[config.mk]
export PLATFORM = sky130hd
export DESIGN_NAME = mbx_regbank
export DESIGN_NICKNAME = d
export VERILOG_FILES = /design/src/rtl/mbx_pkg.sv /design/src/rtl/mbx_decode.sv /design/src/rtl/mbx_data_bank.sv /design/src/rtl/mbx_flags.sv /design/src/rtl/mbx_regbank.sv
export SDC_FILE = /design/constraint.sdc
export NUM_CORES = 1
export LEC_CHECK = 0
export BUFFER_PORTS_ARGS = -buffer_cell sky130_fd_sc_hd__clkbuf_2
export CORE_ASPECT_RATIO = 1.25
export CORE_MARGIN = 2
export CORE_UTILIZATION = 45
export CTS_BUF_LIST = sky130_fd_sc_hd__clkbuf_16
export CTS_CLUSTER_SIZE = 12
export DETAILED_ROUTE_END_ITERATION = 16
export PLACE_DENSITY = 0.76
export SYNTH_ARGS = -nofsm -noshare
export SYNTH_HDL_FRONTEND = slang
export SYNTH_SLANG_ARGS = --single-unit
[constraint.sdc]
create_clock -name clk -period 2.6 [get_ports clk]
set_input_delay 0.52 -clock clk [delete_from_list [all_inputs] [get_ports clk]]
set_output_delay 0.52 -clock clk [all_outputs]
set_load 0.03 [all_outputs]
[src/rtl/mbx_pkg.sv]
// Package: shared constants and the decoded-strobe type for the mailbox bank.
// Assumes word-aligned byte addressing; word index is address bits [AW-1:2].
package mbx_pkg;
    localparam int NREG   = 16;              // data slots
    localparam int BW     = 8;               // bits per slot
    localparam int BANK   = 8;               // slots per status/enable register
    localparam int NBANK  = NREG / BANK;
    localparam int AW     = 8;               // byte address width
    localparam int DW     = 32;              // bus data width
    localparam int WW     = AW - 2;          // word index width
    // word indices of the control registers
    localparam int W_STAT = NREG;            // 0x40, 0x44
    localparam int W_CTL  = NREG + NBANK;    // 0x48
    localparam int W_HCTL = W_CTL + 1;       // 0x4C
    localparam int W_EN   = W_HCTL + 1;      // 0x50, 0x54
    // bit positions inside the two control registers
    localparam int CB_RECV = 7;
    localparam int CB_MASK = 1;
    localparam int CB_SEND = 0;
    localparam int HB_BELL = 0;
    localparam int HB_SEND = 7;

    typedef struct packed {
        logic [NREG-1:0]  data;
        logic [NBANK-1:0] stat;
        logic [NBANK-1:0] en;
        logic             ctl;
        logic             hctl;
    } sel_t;
endpackage

[src/rtl/mbx_decode.sv]
// Module: address decoder for one port. Produces one strobe per register,
// gated with the write enable, plus the ungated hit vector for read muxing.
// Assumes address bits [1:0] carry no meaning.
module mbx_decode
    import mbx_pkg::*;
(
    input  logic [AW-1:0] addr,
    input  logic          we,
    output sel_t          hit,
    output sel_t          wsel
);
    logic [WW-1:0] widx;
    assign widx = addr[AW-1:2];

    // decode the word index into per-register hits
    always_comb begin
        hit = '0;
        for (int n = 0; n < NREG; n++)
            hit.data[n] = (widx == WW'(n));
        for (int b = 0; b < NBANK; b++) begin
            hit.stat[b] = (widx == WW'(W_STAT + b));
            hit.en[b]   = (widx == WW'(W_EN + b));
        end
        hit.ctl  = (widx == WW'(W_CTL));
        hit.hctl = (widx == WW'(W_HCTL));
    end

    // qualify hits with the write strobe
    assign wsel = we ? hit : '0;
endmodule

[src/rtl/mbx_data_bank.sv]
// Module: the sixteen shared data bytes. Either port may write a slot;
// when both write the same slot in one cycle the host byte is kept.
// Assumes strobes are already decoded and gated with write enable.
module mbx_data_bank
    import mbx_pkg::*;
(
    input  logic                     clk,
    input  logic                     rst_n,
    input  logic [NREG-1:0]          c_wr,
    input  logic [NREG-1:0]          h_wr,
    input  logic [BW-1:0]            c_byte,
    input  logic [BW-1:0]            h_byte,
    output logic [NREG-1:0][BW-1:0]  data
);
    for (genvar n = 0; n < NREG; n++) begin : g_slot
        // one slot register, host write has priority
        always_ff @(posedge clk) begin
            if (!rst_n)        data[n] <= '0;
            else if (h_wr[n])  data[n] <= h_byte;
            else if (c_wr[n])  data[n] <= c_byte;
        end

        // collision keeps the host byte
        p_host_wins_r10: assert property (@(posedge clk) disable iff (!rst_n)
            (h_wr[n] && c_wr[n]) |=> (data[n] == $past(h_byte)));
    end
endmodule

[src/rtl/mbx_flags.sv]
// Module: status, enable and doorbell flags plus the controller interrupt.
// Status bits are set by host slot writes and cleared write-one-to-clear by
// the controller; the receive flag and mask follow the acknowledge rules.
// Assumes strobes are decoded and gated with write enable.
module mbx_flags
    import mbx_pkg::*;
(
    input  logic            clk,
    input  logic            rst_n,
    input  sel_t            c_w,
    input  sel_t            h_w,
    input  logic [BW-1:0]   c_byte,
    input  logic [BW-1:0]   h_byte,
    output logic [NREG-1:0] stat,
    output logic [NREG-1:0] en,
    output logic            recv,
    output logic            mask,
    output logic            send,
    output logic            irq
);
    logic [NREG-1:0] stat_clr;
    logic            ack, mask_set, send_set, bell, send_clr;

    assign ack      = c_w.ctl  && c_byte[CB_RECV];
    assign mask_set = c_w.ctl  && c_byte[CB_MASK];
    assign send_set = c_w.ctl  && c_byte[CB_SEND];
    assign bell     = h_w.hctl && h_byte[HB_BELL];
    assign send_clr = h_w.hctl && h_byte[HB_SEND];

    for (genvar b = 0; b < NBANK; b++) begin : g_bank
        // per-bank clear vector from a controller write-one-to-clear
        assign stat_clr[b*BANK +: BANK] = c_w.stat[b] ? c_byte : '0;

        // per-bank enable register
        always_ff @(posedge clk) begin
            if (!rst_n)         en[b*BANK +: BANK] <= '0;
            else if (c_w.en[b]) en[b*BANK +: BANK] <= c_byte;
        end
    end

    // status: clear requested bits, then set from host slot writes
    always_ff @(posedge clk) begin
        if (!rst_n) stat <= '0;
        else        stat <= (stat & ~stat_clr) | h_w.data;
    end

    // receive-pending flag: host rings, controller acknowledges
    always_ff @(posedge clk) begin
        if (!rst_n)    recv <= 1'b0;
        else if (bell) recv <= 1'b1;
        else if (ack)  recv <= 1'b0;
    end

    // mask: set by its own bit, released by an acknowledge
    always_ff @(posedge clk) begin
        if (!rst_n)        mask <= 1'b0;
        else if (mask_set) mask <= 1'b1;
        else if (ack)      mask <= 1'b0;
    end

    // send flag toward the host, set wins over the host's clear
    always_ff @(posedge clk) begin
        if (!rst_n)        send <= 1'b0;
        else if (send_set) send <= 1'b1;
        else if (send_clr) send <= 1'b0;
    end

    // controller interrupt from doorbell and enabled status bits
    assign irq = (recv && !mask) || |(stat & en);

    for (genvar n = 0; n < NREG; n++) begin : g_chk
        // host slot write always leaves its status bit set
        p_stat_set_r3: assert property (@(posedge clk) disable iff (!rst_n)
            h_w.data[n] |=> stat[n]);
        // a set bit survives unless a clear targets it
        p_stat_hold_r4: assert property (@(posedge clk) disable iff (!rst_n)
            (stat[n] && !stat_clr[n]) |=> stat[n]);
    end

    // host doorbell lands in the receive flag
    p_bell_r6: assert property (@(posedge clk) disable iff (!rst_n)
        bell |=> recv);
    // masking never drops a pending flag
    p_mask_keeps_r7: assert property (@(posedge clk) disable iff (!rst_n)
        (recv && mask_set && !ack) |=> (recv && mask));
    // acknowledge clears the flag and unmasks in one access
    p_ack_r8: assert property (@(posedge clk) disable iff (!rst_n)
        (ack && !mask_set && !bell) |=> (!recv && !mask));
    // a controller send always reaches the host
    p_send_r9: assert property (@(posedge clk) disable iff (!rst_n)
        send_set |=> send);
endmodule

[src/rtl/mbx_regbank.sv]
// Module: top of the dual-port mailbox. Decodes both ports, holds the data
// slots and flags, and builds the two combinational read buses.
// Assumes one shared clock and synchronous active-low reset.
module mbx_regbank
    import mbx_pkg::*;
(
    input  logic          clk,
    input  logic          rst_n,
    input  logic [7:0]    ctl_addr,
    input  logic          ctl_we,
    input  logic [31:0]   ctl_wdata,
    output logic [31:0]   ctl_rdata,
    input  logic [7:0]    hst_addr,
    input  logic          hst_we,
    input  logic [31:0]   hst_wdata,
    output logic [31:0]   hst_rdata,
    output logic          ctl_irq,
    output logic          hst_doorbell
);
    sel_t c_hit, c_w, h_hit, h_w;
    logic [NREG-1:0][BW-1:0] data;
    logic [NREG-1:0] stat, en;
    logic recv, mask, send;
    logic [BW-1:0] c_rd, h_rd, ctl_reg, hctl_reg;

    mbx_decode u_cdec (.addr(ctl_addr), .we(ctl_we), .hit(c_hit), .wsel(c_w));
    mbx_decode u_hdec (.addr(hst_addr), .we(hst_we), .hit(h_hit), .wsel(h_w));

    mbx_data_bank u_data (
        .clk(clk), .rst_n(rst_n),
        .c_wr(c_w.data), .h_wr(h_w.data),
        .c_byte(ctl_wdata[BW-1:0]), .h_byte(hst_wdata[BW-1:0]),
        .data(data)
    );

    mbx_flags u_flags (
        .clk(clk), .rst_n(rst_n),
        .c_w(c_w), .h_w(h_w),
        .c_byte(ctl_wdata[BW-1:0]), .h_byte(hst_wdata[BW-1:0]),
        .stat(stat), .en(en), .recv(recv), .mask(mask), .send(send),
        .irq(ctl_irq)
    );

    // assemble the two control-register views
    always_comb begin
        ctl_reg = '0;
        ctl_reg[CB_RECV] = recv;
        ctl_reg[CB_MASK] = mask;
        ctl_reg[CB_SEND] = send;
        hctl_reg = '0;
        hctl_reg[HB_SEND] = send;
        hctl_reg[HB_BELL] = recv;
    end

    // controller read mux: slots, status, enables, both control registers
    always_comb begin
        c_rd = '0;
        for (int n = 0; n < NREG; n++)
            if (c_hit.data[n]) c_rd = data[n];
        for (int b = 0; b < NBANK; b++) begin
            if (c_hit.stat[b]) c_rd = stat[b*BANK +: BANK];
            if (c_hit.en[b])   c_rd = en[b*BANK +: BANK];
        end
        if (c_hit.ctl)  c_rd = ctl_reg;
        if (c_hit.hctl) c_rd = hctl_reg;
    end

    // host read mux: slots and the host control register only
    always_comb begin
        h_rd = '0;
        for (int n = 0; n < NREG; n++)
            if (h_hit.data[n]) h_rd = data[n];
        if (h_hit.hctl) h_rd = hctl_reg;
    end

    assign ctl_rdata    = {{(DW-BW){1'b0}}, c_rd};
    assign hst_rdata    = {{(DW-BW){1'b0}}, h_rd};
    assign hst_doorbell = send;
endmodule

## Yosys cells after proc, flatten, opt, wreduce, memory -nomap -nowiden

Cells that the tools add are included.

- Flip-flop bits (word level): 163
- Bits of input ports: 84
- Word-level logic and storage cells: 178
- Output and inout bits: 66

- Reduce and logical (&&, ||, !) cells: 30
- Muxes and demuxes: 80
- Eq/ne operators: 42
- Bitwise logic cells: 4

Operators with widths:

| cell | number |
|---|---|
| $mux W8 | 73 |
| $eq A6 B4 Y1 const B | 16 |
| $eq A6 B5 Y1 const B | 12 |
| $eq A6 B3 Y1 const B | 8 |
| $mux W22 | 2 |
| $reduce_bool A2 Y1 | 19 |
| $and A16 B16 Y16 | 2 |
| $eq A6 B2 Y1 const B | 4 |
| $not A16 Y16 | 1 |
| $or A16 B16 Y16 | 1 |
| $reduce_or A16 Y1 | 1 |
| $eq A6 B1 Y1 const B | 2 |
| $logic_not A6 Y1 | 2 |
| $logic_and A1 B1 Y1 | 6 |
| $mux W1 | 5 |
| $logic_not A1 Y1 | 1 |
| $logic_or A1 B1 Y1 | 1 |

## Longest topological paths before layout

- Depth in word-level cells: 23
- Gate-level depth with buffers: 9
- Mapped depth without buffers: 5

## By module

From an unflattened synthesis, not the netlist that was laid out.

- Cells, all modules: 1,409
- Area, all modules: 12,039.0 um2

Modules (own cells, without submodules):

| module | seq. area each (um2) | cells each | area each (um2) | instances |
|---|---|---|---|---|
| mbx_data_bank | 2,562.5 | 574 | 6,557.5 | 1 |
| mbx_regbank | 0.0 | 553 | 3,343.2 | 1 |
| mbx_flags | 700.7 | 142 | 1,370.1 | 1 |
| mbx_decode | 0.0 | 70 | 384.1 | 2 |

## Worst setup path after synthesis

Ideal clock, no wire load.

- Path type: input to output
- From: in ctl_addr[2]
- To: out ctl_rdata[0]
- Arrival time: 2.316 ns
- Slack: -0.236 ns
- Required time: 2.080 ns
- Path buffers: 3
- Stages on the path: 8
- Cell sequence: buf_2 buf_4 buf_2 a31oi_1 o21ai_0 a2bb2oi_1 or3_1 a31oi_1

- Word-level cells in the longest chain between the ends: 23
- Elaborated cells on any way between the ends: 44
- Classes of those cells: eq/ne (21); mux (22); reduce/logical (1)

RTL lines:

| element | RTL line | RTL |
|---|---|---|
| from (decl) | mbx_regbank.sv:9 | `input logic [7:0] ctl_addr,` |
| $logic_not A6 Y1 | mbx_decode.sv:19 | `hit.data[n] = (widx == WW'(n));` |
| $mux W8 (16 in a row) | mbx_regbank.sv:59 | `if (c_hit.data[n]) c_rd = data[n];` |
| $mux W8 | mbx_regbank.sv:61 | `if (c_hit.stat[b]) c_rd = stat[b*BANK +: BANK];` |
| $mux W8 | mbx_regbank.sv:62 | `if (c_hit.en[b]) c_rd = en[b*BANK +: BANK];` |
| $mux W8 | mbx_regbank.sv:61 |  |
| $mux W8 | mbx_regbank.sv:62 |  |
| $mux W8 | mbx_regbank.sv:64 | `if (c_hit.ctl) c_rd = ctl_reg;` |
| $mux W8 (*) | mbx_regbank.sv:65 | `if (c_hit.hctl) c_rd = hctl_reg;` |
| to (decl) | mbx_regbank.sv:12 | `output logic [31:0] ctl_rdata,` |

Every way passes the cells marked *; elsewhere a longest branch is shown, timed or not.

## Worst setup path after layout

- From: in ctl_addr[6]
- To: out ctl_rdata[3]

Same word-level chain as after synthesis.

==> summary.txt <==
Global routing
  • GR Overflow Total: 0
  • Initial antenna violation count: 0
  • First-pass GRT wire length: approximately 69 mm
  • GRT Util Overall: 36.4%
  • Pin count of the biggest net entering global routing: 55
  • Vias in the first global route: 11200

Yosys
  • Synth top cells by count: dfxtp_1, nor2_1, mux2i_1
  • Seq/Total Area, Yosys: 29.7%
  • Seq cells post-synth: 163
  • Average cell area after synthesis: 8.42 um^2
  • Top cell type by total area after synthesis: dfxtp_1
  • Top-count cell post-synth: dfxtp_1
  • Main synth FF type: dfxtp_1
  • Count of different cell masters after synthesis: 85
  • Dominant cells by area after synthesis: dfxtp_1, mux2i_1, a211oi_1, nor2_1, buf_4
  • Synthesis Warnings: 0
  • Post-Synthesis Cells: 1306
  • Async SR Flop Fraction: 0%
  • Number of synthesized flops with an enable pin: 0
  • Post-synth top area share: roughly 30%
  • Synth Cell Area: 11000 um^2

Hold path
  • Hold Crit Depth: 2
  • HP Start: u_flags.en[0]
  • Hold WC Path Type: register to register
  • Hold Crit Endpoint: u_flags.en[0]

Final layout
  • Layout Cells excl Fill: 1799
  • Share of layout cells above drive strength 1: a little under a third
  • Synth-to-Final Area Change: 29.7%
  • ANT cells: 0
  • Nets: 1545
  • Post-route cell area: 14300 um^2
  • Core Util, Final: 59.7%

CTS
  • CTS tree: built
  • H-Tree Depth: 4
  • CTS clock-pin slew for the worst setup and hold paths: 0.06 ns
  • Sink Count: roughly 160
  • Clock root buffer master: clkbuf_16
  • Total CTS buffers: 17
  • CTS max path bufs: 2
  • Clock Latency Late Sink: 0.45 ns

Flow run
  • Max-cap viol count: 0

Worst setup path
  • Crit path from: ctl_addr[6]
  • Crit-path cells: clkbuf_16 -> or4b_4 -> buf_6 -> o211ai_1 -> o211ai_1 -> buf_4
  • CP max stage delay: 0.63 ns
  • Worst-path maximum fanout: 7
  • Critical path's slowest cell: or4b_4
  • CP Depth: 6
  • Worst path most repeated cell: o211ai_1
  • Setup crit end kind: primary output
  • Startpoint types: primary input
  • Setup CP Type: primary input to primary output
  • Crit path buffers/inverters: 3
  • CP required: 2.08 ns
  • Reg-to-Reg Start: u_data.data[114]
  • R2r endpoint: u_data.data[114]
  • Worst EP arrival: 2.32 ns
  • CP delay by family, top: simple AND/OR/NAND/NOR gates
  • Register-to-Register Setup Slack: 1.58 ns
  • R2r worst-path depth: 2

Floorplan
  • Initial core utilization: 46.0%
  • Die ar.: 25700 um^2
  • Die H: 179 um
  • Die W: between 100 and 150 um
  • Core area: 23900 um^2
  • Rows: 63
  • Top Ports: 150

Timing
  • Fin crit period: 2.84 ns
  • Worst-margin pin slew: 0.882 ns
  • Final Cycle Share: 109%
  • Peak Freq: 352 MHz
  • Final hold vios: 0
  • Pins over their slew limit: 0
  • Max-slew headroom: 41.2%
  • Setup-failing EPs final: 16
  • Clock skew: 0 ns
  • RSZ-0062 raised after global routing: yes
  • Final WS setup: -0.241 ns

Drt
  • Drt wl/cell: approximately 26 um
  • Routed vias/inst: 6.68
  • Vias: approximately 12000
  • Drt total wl: around 48 mm
  • 1st-iter DRT viols: between 1500 and 2000
  • 1st-pass router iterations: 8
  • DRC: 0
  • Antenna viol nets, final: 0

Status
  • Violated checks: setup timing
  • Status: finished, violations left

Pwr
  • Combinational share of power: between 10% and 20%
  • Net Sw Power: roughly 0.0018 W
  • Pwr/cell area: 426 nW/um^2
  • Peak VDD IR: approximately 360 uV
  • Part of the power in registers: 42.0%
  • Switching share of power: roughly 30%
  • Leak: about 5.5 nW
  • Internal Power: 0.00425 W
  • Clock share of power: 39.0%

Placed design
  • Area post-placement: about 12000 um^2
  • Inst Count DP: 1727
  • GPL Wtd Cong: 1.02
  • Port Buffers: 49
  • Post-place setup slack: -0.339 ns
  • DPL Wire Length: 32.6 mm
-- cell families after synthesis --
| logic type | count (synthesis) | synth area share [%] |
|---|---|---|
| AOI/OAI and AO/OA | 368 | 23.6 |
| xor gates and xnor gates | 1 | 0.0797 |
| buffers and inverters | 201 | 9.64 |
| DFF | 163 | 29.7 |
| muxes | 190 | 19.4 |
| other | 1 | 0.0341 |
| and+or+nand+nor | 382 | 17.6 |
-- power groups by stage --
stage	combinational [W]	sequential (W)	clock [W]
floorplan	0.000611	0.00259	0
global placement	0.000916	0.00260	0
detailed placement	0.000925	0.00261	0
CTS	0.00103	0.00255	0.00236
global route	0.00118	0.00255	0.00247
finish	0.00115	0.00255	0.00237
-- repair_timing --
action,in CTS,in global routing
pin swaps,33,51
resized for setup,124,99
hold buffers,0,0
gates cloned,5,3
buffers inserted,20,18
endpoints found under the setup margin,16,16
-- per-stage QoR --
step / hold WS (ns) / power, W / TNS, ns
after global routing: 0.513 / 0.00621 / -2.48
after CTS: 0.482 / 0.00594 / -2.00
after floorplan: 0.444 / 0.00320 / -0.117
after global placement: 0.467 / 0.00352 / -4.08
after detailed placement: 0.476 / 0.00353 / -4.09
final: 0.489 / 0.00608 / -2.33
-- flip-flops by register name, indices dropped and copies added (netlist names) --
| register | flops |
|---|---|
| u_data.data | 128 |
| u_flags.en | 16 |
| u_flags.mask | 1 |
| u_flags.recv | 1 |
| u_flags.send | 1 |
| u_flags.stat | 16 |
-- worst register-to-register path: cells and delay by family (launching register included) --
family / cells / cell delay [ns]
flops: 1 / 0.54
compound gates: 1 / 0.27
mux: 1 / 0.12
-- area by class of cell --
cell class | count | area (um^2)
flip-flops and latches | 163 | 3270
fillers | 2034 | 9630
clock buffers | 17 | 425
repair buffers | 279 | 2610
well taps | 325 | 407
inverters | 11 | 46.3
multi-input cells | 989 | 7390
clock inverters | 15 | 101
-- routing by layer --
layer | part of all wire (%) | vias up | global-route usage (%)
met3 | 11 | 302 | 7.67
met2 | 44 | 1013 | 56.9
li1 | - | 5099 | -
met5 | 0 | - | 0
met4 | 8.9 | 0 | 27.7
met1 | 36 | 5598 | 43.5
-- worst max-delay path by stage --
stage | end | slack, ns
finish | ctl_rdata[3] | -0.24
global route | hst_rdata[0] | -0.23
CTS | hst_rdata[4] | -0.18
detailed placement | ctl_rdata[4] | -0.34
global placement | ctl_rdata[4] | -0.32
floorplan | ctl_rdata[0] | -0.06
-- cells in the final DEF (no fill, tap or decap), drive strengths merged, types with 7 or more instances in the layout --
cell / synthesis / final
a22o: 10 / 10
buf: 131 / 246
conb: 1 / 48
clkbuf: 59 / 49
clkinv: 3 / 13
a21oi: 75 / 75
o211ai: 7 / 7
a22oi: 20 / 20
dfxtp: 163 / 163
and3: 11 / 11
a32oi: 7 / 7
o21ai: 35 / 35
inv: 8 / 12
and2: 8 / 8
mux4: 17 / 17
nand2b: 13 / 13
nor2: 163 / 163
nand2: 63 / 63
o22ai: 14 / 14
or3: 10 / 10
nand3: 64 / 64
mux2i: 159 / 159
nor2b: 11 / 11
nor3: 12 / 12
mux2: 14 / 14
a31oi: 9 / 9
a211oi: 130 / 130
(Power assumes the default switching activity.)
